File: src/rtl/sdr_init_pkg.sv
package sdr_init_pkg;

  typedef enum logic [3:0] {
    CMD_LMR = 4'b0000,
    CMD_REF = 4'b0001,
    CMD_PRE = 4'b0010,
    CMD_NOP = 4'b0111
  } sdr_cmd_e;

  typedef enum logic [1:0] {
    ST_POWER,
    ST_REF,
    ST_LMR,
    ST_DONE
  } init_step_e;

  function automatic int unsigned ns_to_cyc(input int unsigned t_ns, input int unsigned clk_ns);
    return (t_ns + clk_ns - 1) / clk_ns;
  endfunction

  function automatic int unsigned max_of(input int unsigned a, input int unsigned b);
    return (a > b) ? a : b;
  endfunction

endpackage

File: src/rtl/sdr_rst_sync.sv
module sdr_rst_sync (
  input  logic clk,
  input  logic rst_n,
  output logic rst_sync_n
);

  logic stage1_q;
  logic stage2_q;

  always_ff @(posedge clk or negedge rst_n) begin
    if (!rst_n) begin
      stage1_q <= 1'b0;
      stage2_q <= 1'b0;
    end else begin
      stage1_q <= 1'b1;
      stage2_q <= stage1_q;
    end
  end

  assign rst_sync_n = stage2_q;

endmodule

File: src/rtl/sdr_gap_timer.sv
module sdr_gap_timer #(
  parameter int unsigned W       = 14,
  parameter int unsigned RST_VAL = 10000
) (
  input  logic         clk,
  input  logic         rst_n,
  input  logic         load,
  input  logic [W-1:0] load_val,
  output logic         zero
);

  logic [W-1:0] cnt_q;
  logic [W-1:0] cnt_d;
  logic         cnt_en;

  always_comb begin
    cnt_en = load | (cnt_q != '0);
    cnt_d  = load ? load_val : (cnt_q - 1'b1);
  end

  always_ff @(posedge clk or negedge rst_n) begin
    if (!rst_n) begin
      cnt_q <= W'(RST_VAL);
    end else if (cnt_en) begin
      cnt_q <= cnt_d;
    end
  end

  assign zero = (cnt_q == '0);


  timer_rest_chk: assert property (@(posedge clk) disable iff (!rst_n)
    (zero && !load) |=> zero);

endmodule

File: src/rtl/sdr_init_fsm.sv
module sdr_init_fsm
  import sdr_init_pkg::*;
#(
  parameter int unsigned GW         = 14,
  parameter int unsigned NUM_REF    = 2,
  parameter bit          MODE_FIRST = 1'b0,
  parameter int unsigned TRP_CYC    = 2,
  parameter int unsigned TRFC_CYC   = 6,
  parameter int unsigned TMRD_CYC   = 2
) (
  input  logic          clk,
  input  logic          rst_n,
  input  logic          gap_zero,
  output sdr_cmd_e      issue_cmd,
  output logic          gap_load,
  output logic [GW-1:0] gap_val,
  output logic          done_set
);

  localparam int unsigned RW = $clog2(NUM_REF + 1);

  init_step_e step_q, step_d;
  logic [RW-1:0] ref_q, ref_d;
  logic step_en;

  init_step_e after_pre;
  init_step_e after_ref;
  init_step_e after_lmr;

  generate
    if (MODE_FIRST) begin : g_mode_first
      assign after_pre = ST_LMR;
      assign after_lmr = ST_REF;
      assign after_ref = ST_DONE;
    end else begin : g_ref_first
      assign after_pre = ST_REF;
      assign after_ref = ST_LMR;
      assign after_lmr = ST_DONE;
    end
  endgenerate

  always_comb begin
    issue_cmd = CMD_NOP;
    gap_load  = 1'b0;
    gap_val   = '0;
    done_set  = 1'b0;
    step_d    = step_q;
    ref_d     = ref_q;
    if (gap_zero) begin
      unique case (step_q)
        ST_POWER: begin
          issue_cmd = CMD_PRE;
          gap_load  = 1'b1;
          gap_val   = GW'(TRP_CYC - 1);
          step_d    = after_pre;
        end
        ST_REF: begin
          issue_cmd = CMD_REF;
          gap_load  = 1'b1;
          gap_val   = GW'(TRFC_CYC - 1);
          ref_d     = ref_q + 1'b1;
          if (ref_q == RW'(NUM_REF - 1)) begin
            step_d = after_ref;
          end
        end
        ST_LMR: begin
          issue_cmd = CMD_LMR;
          gap_load  = 1'b1;
          gap_val   = GW'(TMRD_CYC - 1);
          step_d    = after_lmr;
        end
        ST_DONE: begin
          done_set = 1'b1;
        end
        default: begin
          step_d = step_q;
        end
      endcase
    end
  end

  assign step_en = gap_zero;

  always_ff @(posedge clk or negedge rst_n) begin
    if (!rst_n) begin
      step_q <= ST_POWER;
      ref_q  <= '0;
    end else if (step_en) begin
      step_q <= step_d;
      ref_q  <= ref_d;
    end
  end


  ref_bound_chk: assert property (@(posedge clk) disable iff (!rst_n)
    (step_q == ST_REF) |-> (ref_q < RW'(NUM_REF)));


  done_sticky_chk: assert property (@(posedge clk) disable iff (!rst_n)
    (step_q == ST_DONE) |=> (step_q == ST_DONE));

endmodule

File: src/rtl/sdr_cmd_drive.sv
module sdr_cmd_drive
  import sdr_init_pkg::*;
#(
  parameter int unsigned AW      = 13,
  parameter int unsigned BW      = 2,
  parameter int unsigned CAS_LAT = 3
) (
  input  logic          clk,
  input  logic          rst_n,
  input  sdr_cmd_e      issue_cmd,
  input  logic          done_set,
  output logic          cke,
  output logic          cs_n,
  output logic          ras_n,
  output logic          cas_n,
  output logic          we_n,
  output logic [AW-1:0] addr,
  output logic [BW-1:0] ba,
  output logic          init_done
);

  localparam logic [AW-1:0] PRE_ALL_WORD = AW'(32'h400);
  localparam logic [AW-1:0] MODE_WORD    = AW'(32'h7 | ((CAS_LAT % 8) << 4));

  sdr_cmd_e      cmd_q;
  logic [AW-1:0] addr_q, addr_d;
  logic          cke_q;
  logic          done_q;

  always_comb begin
    unique case (issue_cmd)
      CMD_PRE: addr_d = PRE_ALL_WORD;
      CMD_LMR: addr_d = MODE_WORD;
      default: addr_d = '0;
    endcase
  end

  always_ff @(posedge clk or negedge rst_n) begin
    if (!rst_n) begin
      cmd_q  <= CMD_NOP;
      addr_q <= '0;
      cke_q  <= 1'b0;
    end else begin
      cmd_q  <= issue_cmd;
      addr_q <= addr_d;
      cke_q  <= 1'b1;
    end
  end

  always_ff @(posedge clk or negedge rst_n) begin
    if (!rst_n) begin
      done_q <= 1'b0;
    end else if (done_set) begin
      done_q <= 1'b1;
    end
  end

  assign {cs_n, ras_n, cas_n, we_n} = cmd_q;
  assign addr      = addr_q;
  assign ba        = '0;
  assign cke       = cke_q;
  assign init_done = done_q;


  cke_hold_chk: assert property (@(posedge clk) disable iff (!rst_n)
    cke_q |=> cke_q);


  done_quiet_chk: assert property (@(posedge clk) disable iff (!rst_n)
    done_q |=> (done_q && (cmd_q == CMD_NOP)));


  pre_all_chk: assert property (@(posedge clk) disable iff (!rst_n)
    (cmd_q == CMD_PRE) |-> (addr_q == PRE_ALL_WORD));


  mode_word_chk: assert property (@(posedge clk) disable iff (!rst_n)
    (cmd_q == CMD_LMR) |-> ((addr_q[2:0] == 3'b111) && !addr_q[3] &&
                            (addr_q[6:4] == 3'(CAS_LAT))));


  idle_bus_chk: assert property (@(posedge clk) disable iff (!rst_n)
    (cmd_q == CMD_NOP) |-> (addr_q == '0));

endmodule

File: src/rtl/sdram_pwrup_seq.sv
module sdram_pwrup_seq
  import sdr_init_pkg::*;
#(
  parameter int unsigned POWERUP_CYC = 10000,
  parameter int unsigned CLK_NS      = 10,
  parameter int unsigned TRP_NS      = 20,
  parameter int unsigned TRFC_NS     = 60,
  parameter int unsigned TMRD_CYC    = 2,
  parameter int unsigned NUM_REF     = 2,
  parameter bit          MODE_FIRST  = 1'b0,
  parameter int unsigned CAS_LAT     = 3,
  parameter int unsigned AW          = 13,
  parameter int unsigned BW          = 2
) (
  input  logic          clk,
  input  logic          rst_n,
  output logic          sd_cke,
  output logic          sd_cs_n,
  output logic          sd_ras_n,
  output logic          sd_cas_n,
  output logic          sd_we_n,
  output logic [AW-1:0] sd_addr,
  output logic [BW-1:0] sd_ba,
  output logic          init_done
);

  localparam int unsigned TRP_CYC  = ns_to_cyc(TRP_NS, CLK_NS);
  localparam int unsigned TRFC_CYC = ns_to_cyc(TRFC_NS, CLK_NS);
  localparam int unsigned MAX_GAP  = max_of(max_of(TRP_CYC, TRFC_CYC), TMRD_CYC);
  localparam int unsigned GW       = $clog2(max_of(POWERUP_CYC, MAX_GAP) + 1);
  localparam int unsigned UW       = $clog2(POWERUP_CYC + 2);
  localparam int unsigned SW       = $clog2(MAX_GAP + 2);

  logic          rst_i_n;
  logic          gap_zero;
  logic          gap_load;
  logic [GW-1:0] gap_val;
  logic          done_set;
  sdr_cmd_e      issue_cmd;

  sdr_rst_sync u_rst (
    .clk        (clk),
    .rst_n      (rst_n),
    .rst_sync_n (rst_i_n)
  );

  sdr_gap_timer #(
    .W       (GW),
    .RST_VAL (POWERUP_CYC)
  ) u_timer (
    .clk      (clk),
    .rst_n    (rst_i_n),
    .load     (gap_load),
    .load_val (gap_val),
    .zero     (gap_zero)
  );

  sdr_init_fsm #(
    .GW         (GW),
    .NUM_REF    (NUM_REF),
    .MODE_FIRST (MODE_FIRST),
    .TRP_CYC    (TRP_CYC),
    .TRFC_CYC   (TRFC_CYC),
    .TMRD_CYC   (TMRD_CYC)
  ) u_fsm (
    .clk       (clk),
    .rst_n     (rst_i_n),
    .gap_zero  (gap_zero),
    .issue_cmd (issue_cmd),
    .gap_load  (gap_load),
    .gap_val   (gap_val),
    .done_set  (done_set)
  );

  sdr_cmd_drive #(
    .AW      (AW),
    .BW      (BW),
    .CAS_LAT (CAS_LAT)
  ) u_drive (
    .clk       (clk),
    .rst_n     (rst_i_n),
    .issue_cmd (issue_cmd),
    .done_set  (done_set),
    .cke       (sd_cke),
    .cs_n      (sd_cs_n),
    .ras_n     (sd_ras_n),
    .cas_n     (sd_cas_n),
    .we_n      (sd_we_n),
    .addr      (sd_addr),
    .ba        (sd_ba),
    .init_done (init_done)
  );

  // Spacing observer on the pins: cycles since reset, last command, gap since it
  logic [3:0]    pin_cmd;
  logic [UW-1:0] up_q;
  logic [SW-1:0] since_q;
  logic [3:0]    last_q;
  logic          seen_q;
  logic [SW-1:0] need_gap;
  logic          is_cmd;

  assign pin_cmd = {sd_cs_n, sd_ras_n, sd_cas_n, sd_we_n};
  assign is_cmd  = (pin_cmd != CMD_NOP);

  always_comb begin
    unique case (last_q)
      CMD_PRE: need_gap = SW'(TRP_CYC);
      CMD_REF: need_gap = SW'(TRFC_CYC);
      CMD_LMR: need_gap = SW'(TMRD_CYC);
      default: need_gap = '0;
    endcase
  end

  always_ff @(posedge clk or negedge rst_i_n) begin
    if (!rst_i_n) begin
      up_q    <= '0;
      since_q <= '0;
      last_q  <= CMD_NOP;
      seen_q  <= 1'b0;
    end else begin
      if (up_q <= UW'(POWERUP_CYC)) begin
        up_q <= up_q + 1'b1;
      end
      if (is_cmd) begin
        since_q <= SW'(1);
        last_q  <= pin_cmd;
        seen_q  <= 1'b1;
      end else if (since_q != '1) begin
        since_q <= since_q + 1'b1;
      end
    end
  end


  powerup_wait_chk: assert property (@(posedge clk) disable iff (!rst_i_n)
    (is_cmd && !seen_q) |-> ((up_q > UW'(POWERUP_CYC)) && (pin_cmd == CMD_PRE)));


  single_pre_chk: assert property (@(posedge clk) disable iff (!rst_i_n)
    (pin_cmd == CMD_PRE) |-> !seen_q);


  cmd_spacing_chk: assert property (@(posedge clk) disable iff (!rst_i_n)
    (is_cmd && seen_q) |-> (since_q >= need_gap));


  bank_idle_chk: assert property (@(posedge clk) disable iff (!rst_i_n)
    !is_cmd |-> (sd_ba == '0));

endmodule

File: config.mk
export PLATFORM = sky130hd
export DESIGN_NAME = sdram_pwrup_seq
export DESIGN_NICKNAME = d
export VERILOG_FILES = /design/src/rtl/sdr_init_pkg.sv /design/src/rtl/sdr_rst_sync.sv /design/src/rtl/sdr_gap_timer.sv /design/src/rtl/sdr_init_fsm.sv /design/src/rtl/sdr_cmd_drive.sv /design/src/rtl/sdram_pwrup_seq.sv
export SDC_FILE = /design/constraint.sdc
export NUM_CORES = 1
export LEC_CHECK = 0
export ABC_AREA = 0
export CORE_ASPECT_RATIO = 0.6
export CORE_MARGIN = 1.5
export CORE_UTILIZATION = 51
export DETAILED_ROUTE_END_ITERATION = 16
export HOLD_SLACK_MARGIN = 0.08
export PLACE_DENSITY = 0.78
export SYNTH_ARGS = -nofsm -noshare
export SYNTH_HDL_FRONTEND = slang
export SYNTH_SLANG_ARGS = --single-unit
File: constraint.sdc
create_clock -name clk -period 1.3 [get_ports clk]
set_clock_uncertainty 0.15 [all_clocks]
set_input_delay 0.195 -clock clk [delete_from_list [all_inputs] [get_ports clk]]
set_output_delay 0.195 -clock clk [all_outputs]
set_load 0.05 [all_outputs]
==> results of run 1 <==
[area by class of cell]
type                    count  area, um^2
clock buffers               3       41.29
clock inverters             1       7.507
fillers                    62       135.1
inverters                   9       38.79
multi-input cells          80       749.5
flip-flops and latches     27       686.9
well taps                  30       37.54
repair buffers             55       596.8
[synth_stat cells]
cell and n:
clkbuf_1 1, nand4_1 3, o22ai_1 1, o21ai_0 3, a21oi_1 4, nor3b_1 4, nor4_1 2, or2_2 1
a311o_1 1, xnor2_1 4, mux2_2 2, and3_1 1, nor3_1 3, xor2_1 4, nor2_1 9, ha_1 6
nor3_2 1, a31oi_1 1, conb_1 2, nor4_2 1, buf_4 14, inv_1 9, nor4b_1 1, nand2_1 6
dfrtp_1 19, dfstp_2 8, or4_1 1, a21o_1 2, mux2i_1 2, nand3_1 2, nand3b_1 1, or3_1 2
[per-stage QoR]
stage	std cells	instance area, um^2
after detailed placement	181	1730
after CTS	197	2031
after global placement	181	1730
after floorplan	131	1390
after global routing	205	2158
final	205	2158
[kinds of logic after synthesis]
logic type	count (synthesis)
adder cells (fa/ha/maj)	6
AND/OR/NAND/NOR	38
multiplexers	4
other	2
buffers and inverters	24
XOR/XNOR	8
AO/OA/AOI/OAI	12
flip-flops	27
[timing repair]
item                       in CTS  in global routing
hold endpoints to repair        5                  0
pin swaps                      19                 13
setup endpoints to repair      32                 32
buffers inserted               10                  8
resized for setup              37                 15
hold buffers                    2                  0
[flip-flops by register name, summed over array words and instances (netlist names)]
name	flops
u_fsm.ref_q	2
u_rst.stage1_q	1
u_rst.rst_sync_n	1
u_drive.cmd_q	3
u_drive.addr	2
u_drive.init_done	1
u_timer.cnt_q	14
u_drive.cke	1
u_fsm.step_q	2
[path summary, 6_finish.rpt]
| check | cells after the start | slack [ns] | endpoint | from |
|---|---|---|---|---|
| setup / recovery | 9 | -0.76 | u_fsm.step_q[1] | u_timer.cnt_q[0] |
| hold / removal | 1 | 0.09 | u_drive.addr[10] | u_rst.rst_sync_n |
| setup reg to reg | 9 | -0.76 | u_fsm.step_q[1] | u_timer.cnt_q[0] |
| hold reg to reg | 1 | 0.09 | u_drive.addr[10] | u_rst.rst_sync_n |
| max in group asynchronous | 1 | 0.31 | u_fsm.ref_q[0] | u_rst.rst_sync_n |
| min in group clk | 0 | 0.23 | u_rst.rst_sync_n | u_rst.stage1_q |
[report_power, final]
group / total (W) / switching, W / leakage (nW) / internal (W)
clock network: 0.000499 / 0.000280 / 0.0217 / 0.000218
logic: 0.000108 / 0.0000890 / 0.744 / 0.0000187
registers: 0.000850 / 0.00000443 / 0.319 / 0.000845
[metal layers]
metal	wire [um]	vias to the layer above
met5	0	-
met4	293	0
met3	459	38
met2	2314	92
met1	1770	593
li1	-	491
==> flow_metrics.py, run 1 <==
metrics = {
    "floorplan": {
        "io-pin-count": 23,
        "rows": 13,
        "die_x_um": 68.43,
        "die_h_um": 42.26,
        "fp.dieArea_mm2": 0.002892,
        "design.core.area_mm2": 0.002293,
        "start_util_pct": 57.12,
    },
    "pwr": {
        "p_per_area_mw_per_mm2": 674.6,
        "p_leak_nw": 1.085,
        "ir_worst_vdd_uv": 555.9,
        "total_power_w": 0.001456,
    },
    "run_status": {
        "status": "finished, violations left",
        "violations": "setup timing",
    },
    "final_layout": {
        "nNetsFinal": 184,
        "final_util_pct": 94.11,
        "layout-drive-gt1-share_pct": 58.86,
        "layout_commonest_cell": "buf_4",
        "mostFrequentLayoutCells": "buf_4, dfrtp_1, conb_1, buf_12, dfstp_2",
        "areaGrowthSynthToFinish_pct": 64.76,
        "diodes": 0,
    },
    "global_routing": {
        "first_global_vias": 1133,
        "antenna_found_initial": 0,
        "grt_busiest_layer": "met2",
        "overflow": 0,
        "grt_pass1_wl_um": 6141,
        "gr-usage-met1_pct": 40.80,
        "grt_use_total_pct": 30.29,
        "grt_use_met3_pct": 7.527,
        "grt_max_degree": 23,
        "grtUsageMet2_pct": 47.69,
    },
    "cts": {
        "cts.sinks": 27,
        "h-tree-depth": 1,
        "numCtsBuffers": 3,
        "clock_path_buffers": 2,
        "clk_pin_slew_worst_paths_ns": 0.10,
        "clock_latency_ns": 0.28,
        "tritoncts": "done",
        "cts-root-buf": "clkbuf_8",
    },
    "route": {
        "firstDrtPassIters": 4,
        "wl_per_cell_um": 23.60,
        "drt_iter0_markers": 88,
        "via_count": 1214,
        "drc": 0,
        "wirelength_um": 4837,
        "ant_nets": 0,
        "drt-vias-per-instance": 5.922,
    },
    "synthesis": {
        "yosys.area.top_type": "dfrtp_1",
        "synth_area_mm2": 0.001310,
        "synth_seq_cells": 27,
        "yosys.area_share.adder_pct": 5.731,
        "synth_warnings": 0,
        "synth_area_leaders": "dfrtp_1, dfstp_2, buf_4, ha_1, xnor2_1",
        "synth_top_area_share_pct": 36.29,
        "synth_seq_area_share_pct": 52.34,
        "synth_compound_area_share_pct": 5.540,
        "syn_avg_cell_area_um2": 10.83,
        "muxShareOfSynthArea_pct": 3.247,
        "yosys.cell_types.count": 32,
        "syn_inst": 121,
        "synth_top_family_by_area": "simple AND/OR/NAND/NOR gates",
        "synth-xor-area-share_pct": 5.349,
        "yosys.area_share.simple_pct": 16.33,
    },
    "critical_path": {
        "crit_arrival_ns": 2.11,
        "worstSetupPathType": "reg -> reg",
        "crit_path_max_fanout": 5,
        "crit_buf_inv": 4,
        "cp.required_ns": 1.35,
        "cp-end-kind": "flop",
        "crit_top_cell": "buf_6",
        "cp-start-kind": "flop",
        "path_cells": "inv_2 -> ha_4 -> buf_4 -> buf_6 -> nor4b_4 -> nand4_1 -> buf_6 -> a21oi_4 -> mux2i_1",
        "critPathTopFamily": "buffers and inverters",
        "crit_slowest_cell": "dfrtp_1",
        "slowest_delay_ns": 0.45,
    },
    "timing": {
        "holdWs_ns": 0.09021,
        "slew_headroom_pct": 63.51,
        "fin_ws_ns": -0.7582,
        "fin_setup_tns_ns": -15.24,
        "finalSetupViolCount": 32,
        "tightest_slew_ns": 0.5453,
        "rsz0062_at_grt": "true",
        "finalCritPeriodShare_pct": 158.3,
        "max_freq_ghz": 0.4859,
        "final_hold_viol_count": 0,
        "fin_crit_ns": 2.058,
        "maxSlewViolCount": 0,
    },
    "run": {
        "drv_cap": 0,
    },
    "placement": {
        "io_buffers": 12,
        "place_congestion": 0.8495,
        "post-place-ws_ns": -0.5921,
        "dp_hpwl_um": 2258,
    },
    "hold_path": {
        "min_path_type": "reg -> async",
    },
}
(Power assumes the default switching activity.)
==> run 2: changes to the inputs <==
--- a/config.mk
+++ b/config.mk
@@ -9,6 +9,7 @@
 export CORE_ASPECT_RATIO = 0.6
 export CORE_MARGIN = 1.5
 export CORE_UTILIZATION = 51
+export CTS_CLUSTER_DIAMETER = 120
 export DETAILED_ROUTE_END_ITERATION = 16
 export HOLD_SLACK_MARGIN = 0.08
 export PLACE_DENSITY = 0.78
==> results of run 2 <==
The final DEF is identical to that of run 1; final timing and power are the same.
